<file path="src/rtl/brn_pkg.sv">
// Package: shared opcode values and the branch-kind type used by the
// branch resolution unit and its sub-blocks.
package brn_pkg;

    localparam logic [5:0] OP_DIRECT   = 6'd18;
    localparam logic [5:0] OP_COND     = 6'd16;
    localparam logic [5:0] OP_REGFORM  = 6'd19;
    localparam logic [9:0] XO_VIA_LINK = 10'd16;
    localparam logic [9:0] XO_VIA_CNT  = 10'd528;

    typedef enum logic [1:0] {
        BK_NONE,
        BK_DIRECT,
        BK_COND_DISP,
        BK_COND_REG
    } brn_kind_e;

endpackage

</file>
<file path="src/rtl/brn_decode.sv">
// Decoder: classifies the instruction word and extracts the option field,
// condition-bit index, addressing/link flags, register-target select and
// the sign-extended displacement for the displacement forms.
// Assumes XLEN >= 32.
module brn_decode
    import brn_pkg::*;
#(
    parameter int XLEN = 64
) (
    input  logic [31:0]     instr,
    output brn_kind_e       kind,
    output logic [4:0]      opt,
    output logic [4:0]      bit_idx,
    output logic            absolute,
    output logic            link,
    output logic            via_cnt,
    output logic [XLEN-1:0] disp
);
    localparam int EXT_LONG  = XLEN - 26;
    localparam int EXT_SHORT = XLEN - 16;

    logic [5:0] opcode;
    logic [9:0] xo;

    assign opcode   = instr[31:26];
    assign xo       = instr[10:1];
    assign opt      = instr[25:21];
    assign bit_idx  = instr[20:16];
    assign absolute = instr[1];
    assign link     = instr[0];
    assign via_cnt  = instr[10];

    // Classify the word into one of the supported branch forms.
    always_comb begin
        kind = BK_NONE;
        if (opcode == OP_DIRECT)
            kind = BK_DIRECT;
        else if (opcode == OP_COND)
            kind = BK_COND_DISP;
        else if (opcode == OP_REGFORM && (xo == XO_VIA_LINK || xo == XO_VIA_CNT))
            kind = BK_COND_REG;
    end

    // Pick and sign-extend the displacement for the form in use.
    always_comb begin
        if (kind == BK_DIRECT)
            disp = {{EXT_LONG{instr[25]}}, instr[25:2], 2'b00};
        else
            disp = {{EXT_SHORT{instr[15]}}, instr[15:2], 2'b00};
    end

endmodule

</file>
<file path="src/rtl/brn_cond.sv">
// Condition evaluator: applies the optional counter decrement and test and
// the optional condition-register bit test, and yields the taken decision.
// Assumes the condition register is 32 bits with bit 0 as the most
// significant condition bit.
module brn_cond
    import brn_pkg::*;
#(
    parameter int XLEN = 64
) (
    input  brn_kind_e       kind,
    input  logic [4:0]      opt,
    input  logic [4:0]      bit_idx,
    input  logic [31:0]     cr,
    input  logic [XLEN-1:0] ctr,
    output logic [XLEN-1:0] ctr_dec,
    output logic            ctr_we,
    output logic            taken
);
    logic is_cond;
    logic cnt_pass;
    logic cr_pass;
    logic [4:0] cr_pos;

    assign is_cond = (kind == BK_COND_DISP) || (kind == BK_COND_REG);
    assign ctr_dec = ctr - XLEN'(1);
    assign cr_pos  = 5'd31 - bit_idx;

    // Counter test: decrement first, then compare the new value with zero.
    always_comb begin
        ctr_we   = is_cond && !opt[2];
        cnt_pass = 1'b1;
        if (!opt[2])
            cnt_pass = ((ctr_dec == '0) == opt[1]);
    end

    // Condition-bit test: selected bit must match the wanted polarity.
    always_comb begin
        cr_pass = 1'b1;
        if (!opt[4])
            cr_pass = (cr[cr_pos] == opt[3]);
    end

    // Combine the tests; direct branches are always taken.
    always_comb begin
        case (kind)
            BK_DIRECT:    taken = 1'b1;
            BK_COND_DISP,
            BK_COND_REG:  taken = cnt_pass && cr_pass;
            default:      taken = 1'b0;
        endcase
    end

endmodule

</file>
<file path="src/rtl/brn_target.sv">
// Address generator: forms the branch target and the sequential address,
// truncating both to NARROW_W bits when full-width mode is off.
// Assumes NARROW_W < XLEN.
module brn_target
    import brn_pkg::*;
#(
    parameter int XLEN     = 64,
    parameter int NARROW_W = 32
) (
    input  brn_kind_e       kind,
    input  logic            absolute,
    input  logic            via_cnt,
    input  logic [XLEN-1:0] disp,
    input  logic [XLEN-1:0] pc,
    input  logic [XLEN-1:0] ctr,
    input  logic [XLEN-1:0] lr,
    input  logic            mode64,
    output logic [XLEN-1:0] target,
    output logic [XLEN-1:0] seq
);
    localparam logic [XLEN-1:0] NARROW_MASK = {{(XLEN-NARROW_W){1'b0}}, {NARROW_W{1'b1}}};
    localparam logic [XLEN-1:0] WORD_MASK   = ~XLEN'(3);

    logic [XLEN-1:0] keep;
    logic [XLEN-1:0] raw;

    assign keep = mode64 ? '1 : NARROW_MASK;
    assign seq  = (pc + XLEN'(4)) & keep;

    // Raw target: register source or displacement, relative or absolute.
    always_comb begin
        if (kind == BK_COND_REG)
            raw = (via_cnt ? ctr : lr) & WORD_MASK;
        else if (absolute)
            raw = disp;
        else
            raw = pc + disp;
    end

    // Truncate the target to the addressing mode in use.
    assign target = raw & keep;

endmodule

</file>
<file path="src/rtl/brn_unit.sv">
// Branch resolution unit top: decodes one branch word per cycle, evaluates
// its counter and condition tests, forms the next address and registers
// the results with one cycle of latency. Synchronous active-low reset.
module brn_unit
    import brn_pkg::*;
#(
    parameter int XLEN     = 64,
    parameter int NARROW_W = 32
) (
    input  logic            clk,
    input  logic            rst_n,
    input  logic            in_valid,
    input  logic [31:0]     instr,
    input  logic [XLEN-1:0] pc,
    input  logic [XLEN-1:0] ctr,
    input  logic [XLEN-1:0] lr,
    input  logic [31:0]     cr,
    input  logic            mode64,
    output logic            res_valid,
    output logic            res_is_br,
    output logic            res_taken,
    output logic [XLEN-1:0] res_npc,
    output logic            res_ctr_we,
    output logic [XLEN-1:0] res_ctr,
    output logic            res_lr_we,
    output logic [XLEN-1:0] res_lr
);
    brn_kind_e       kind;
    logic [4:0]      opt;
    logic [4:0]      bit_idx;
    logic            absolute;
    logic            link;
    logic            via_cnt;
    logic [XLEN-1:0] disp;
    logic [XLEN-1:0] ctr_dec;
    logic            ctr_we;
    logic            taken;
    logic [XLEN-1:0] target;
    logic [XLEN-1:0] seq;
    logic            is_br;

    brn_decode #(.XLEN(XLEN)) u_dec (
        .instr    (instr),
        .kind     (kind),
        .opt      (opt),
        .bit_idx  (bit_idx),
        .absolute (absolute),
        .link     (link),
        .via_cnt  (via_cnt),
        .disp     (disp)
    );

    brn_cond #(.XLEN(XLEN)) u_cond (
        .kind    (kind),
        .opt     (opt),
        .bit_idx (bit_idx),
        .cr      (cr),
        .ctr     (ctr),
        .ctr_dec (ctr_dec),
        .ctr_we  (ctr_we),
        .taken   (taken)
    );

    brn_target #(.XLEN(XLEN), .NARROW_W(NARROW_W)) u_tgt (
        .kind     (kind),
        .absolute (absolute),
        .via_cnt  (via_cnt),
        .disp     (disp),
        .pc       (pc),
        .ctr      (ctr),
        .lr       (lr),
        .mode64   (mode64),
        .target   (target),
        .seq      (seq)
    );

    assign is_br = (kind != BK_NONE);

    // Result registers: capture one resolved word per valid cycle.
    always_ff @(posedge clk) begin
        if (!rst_n) begin
            res_valid  <= 1'b0;
            res_is_br  <= 1'b0;
            res_taken  <= 1'b0;
            res_npc    <= '0;
            res_ctr_we <= 1'b0;
            res_ctr    <= '0;
            res_lr_we  <= 1'b0;
            res_lr     <= '0;
        end else begin
            res_valid  <= in_valid;
            res_is_br  <= in_valid && is_br;
            res_taken  <= in_valid && taken;
            res_npc    <= taken ? target : seq;
            res_ctr_we <= in_valid && ctr_we;
            res_ctr    <= ctr_dec;
            res_lr_we  <= in_valid && is_br && link;
            res_lr     <= seq;
        end
    end

endmodule

</file>
<file path="config.mk">
export PLATFORM = sky130hd
export DESIGN_NAME = brn_unit
export DESIGN_NICKNAME = d
export VERILOG_FILES = /design/src/rtl/brn_pkg.sv /design/src/rtl/brn_decode.sv /design/src/rtl/brn_cond.sv /design/src/rtl/brn_target.sv /design/src/rtl/brn_unit.sv
export SDC_FILE = /design/constraint.sdc
export NUM_CORES = 1
export LEC_CHECK = 0
export ABC_AREA = 1
export BUFFER_PORTS_ARGS = -buffer_cell sky130_fd_sc_hd__buf_2
export CAP_MARGIN = 20
export CORE_ASPECT_RATIO = 0.7
export CORE_MARGIN = 2
export CORE_UTILIZATION = 53
export DETAILED_ROUTE_END_ITERATION = 8
export GPL_TIMING_DRIVEN = 0
export PLACE_DENSITY = 0.91
export RECOVER_POWER = 25
export SLEW_MARGIN = 20
export SYNTH_ARGS = -nofsm -noshare
export SYNTH_HDL_FRONTEND = slang
export SYNTH_HIERARCHICAL = 1
export SYNTH_SLANG_ARGS = --single-unit
</file>
<file path="constraint.sdc">
create_clock -name clk -period 8.4 [get_ports clk]
set_input_delay 1.68 -clock clk [delete_from_list [all_inputs] [get_ports clk]]
set_output_delay 1.68 -clock clk [all_outputs]
set_load 0.05 [all_outputs]
</file>
==> results.cfg <==
[finish]
syn2layout_area_growth_pct = 17.49
finalNetCount = 4424
post_route_cells_drive_above_1_share_pct = 13.67

[logic_synthesis]
yosysWarningCount = 6
synthCells = 3629
avgSynthCellArea_um2 = 5.369
syn_area_mm2 = 0.01948

[drt]
wire_per_inst_um = 20.83
dr.pass1.iters = 7
drt_iter0_drc = 3906
via_count = 25500
vias_per_cell = 5.545
ant_nets = 0
wl_mm = 95.78
drc = 0

[cts]
postCtsSetupBuffers = 0
clockRootBuffer = clkbuf_16
htreeDepth = 4
cts.clk_slew.worst_paths_ps = 100
cts_num_sinks = 197
cts_made_buffers = 17
postCtsHoldBufs = 0
cts_resized = 0
clock_path_buffers = 2
cts_tree = yes

[power_and_ir_drop]
power.density_mw_per_mm2 = 135.3
switchingPower_w = 0.001324
power.share.clock_pct = 30.7
peakVddDrop_mv = 0.1388
p_int_w = 0.001773
combPwrFrac_pct = 36.9
p_seq_share_pct = 32.4
leakage_nw = 13.42
p_sw_share_pct = 42.74

[sta]
rsz0062_at_grt = no
slew_headroom_pct = 15.01
period_needed_ps = 5705
worst_pin_slew_ps = 1263
hold_violations = 0
fin_tns_setup_ps = 0
slew_violations = 0
layout_setup_ws_ps = 2695
timing.fmax_mhz = 175.3
min_period_over_period_pct = 67.92
setup_viol = 0

[grt]
grt_pass1_wl_mm = 135.7
grt_max_degree = 40
antenna_found_initial = 12
grt_overflow = 0
track_usage_pct = 48.52
first_global_vias = 22410

[setup_path]
cp_slowest_cell = nor2_1
crit_path_max_incr_delay_ps = 590
crit_top_cell = nand2_1
worst_setup_path_end_kind = register
required_ps = 8720
startpoint_type = primary input
path_max_fanout = 10
critPathKind = primary input to register
crit_arrival_ps = 6020

[floorplanning]
io_pins = 457
rows = 58
die_w_um = 233.2
core_area_mm2 = 0.03607
start_util_pct = 54.02
die_area_mm2 = 0.03834
dieHeight_um = 164.4

[outcome]
run_status = completed

[placement]
dp_hpwl_mm = 81.40
place_ws_ps = 2832
place_congestion = 1.096
portBuffers = 447

[run]
maxCapViolCount = 0

[worst_hold_path]
hp-class = primary input to register
==> metrics by stage <==
| step | utilization, % | cells | hold slack, ps | instance area, um2 | power, W |
|---|---|---|---|---|---|
| 3_3_place_gp | 61.90 | 4557 | 1929 | 22330 | 0.002118 |
| 2_1_floorplan | - | 3630 | 1843 | 19490 | 0.001741 |
| 5_1_grt | 63.45 | 4596 | 1450 | 22880 | 0.003216 |
| 3_5_place_dp | 61.96 | 4558 | 1921 | 22350 | 0.002125 |
| 6_report | 63.47 | 4599 | 1446 | 22890 | 0.003097 |
| 4_1_cts | 63.80 | 4590 | 1425 | 23010 | 0.003068 |
==> power groups by stage <==
| stage | clock, W | sequential [W] | combinational, W |
|---|---|---|---|
| after floorplan | 0 | 0.00119 | 0.000551 |
| after global placement | 0 | 0.00102 | 0.00110 |
| after detailed placement | 0 | 0.00102 | 0.00110 |
| after CTS | 0.000960 | 0.00100 | 0.00111 |
| after global routing | 0.000990 | 0.00100 | 0.00122 |
| final | 0.000951 | 0.00100 | 0.00114 |
==> path summary, 6_finish.rpt <==
kind | startpoint | end | slack, ps | cells past startpoint
setup / recovery | ctr[5] | res_npc[18] | 2690 | 25
hold / removal | instr[0] | res_lr_we | 1450 | 3
==> cells in the final DEF, fill, tap and decap left out, types with 21 or more instances in the layout <==
master    instances
inv_1           631
a21oi_1          95
nor2_1          563
ha_1             66
nand3_1         185
buf_2           390
nand4_1          31
xor2_1           66
nor2_2           21
nand2_1        1266
dfxtp_1         197
o21ai_0         166
o22ai_1          22
clkbuf_1        123
buf_4            69
nor3_1           37
nand3b_1         21
==> sequential cells by signal, indices dropped and copies added, names as in the netlist <==
register	flops
res_valid	1
res_lr	64
res_npc	64
res_ctr_we	1
res_ctr	64
res_lr_we	1
res_taken	1
res_is_br	1
==> critical path, delay by kind of cell <==
kind,cells,cell delay (ps)
buf+inv,6,740
simple gates,19,3580
==> routing by layer <==
metal	part of all wire (%)	routed length (um)	GRT usage, %	up-vias
li1	-	-	-	11940
met5	0.065	62	0	-
met1	38	36740	62.96	11300
met3	16	15440	17.73	375
met2	38	36630	67.05	1882
met4	7.2	6911	31.82	10
==> cell type report <==
type / instances / area [um2]
multi-input combinational: 2643 / 12170
fill: 3699 / 13180
sequential: 197 / 3944
timing repair buffer: 448 / 2167
antenna: 9 / 22.52
buffer: 153 / 930.9
tap: 480 / 600.6
clock buffer: 17 / 425.4
inverter: 637 / 2394
clock inverter: 15 / 239.0
Note: power is estimated with default switching activity, not from simulation.
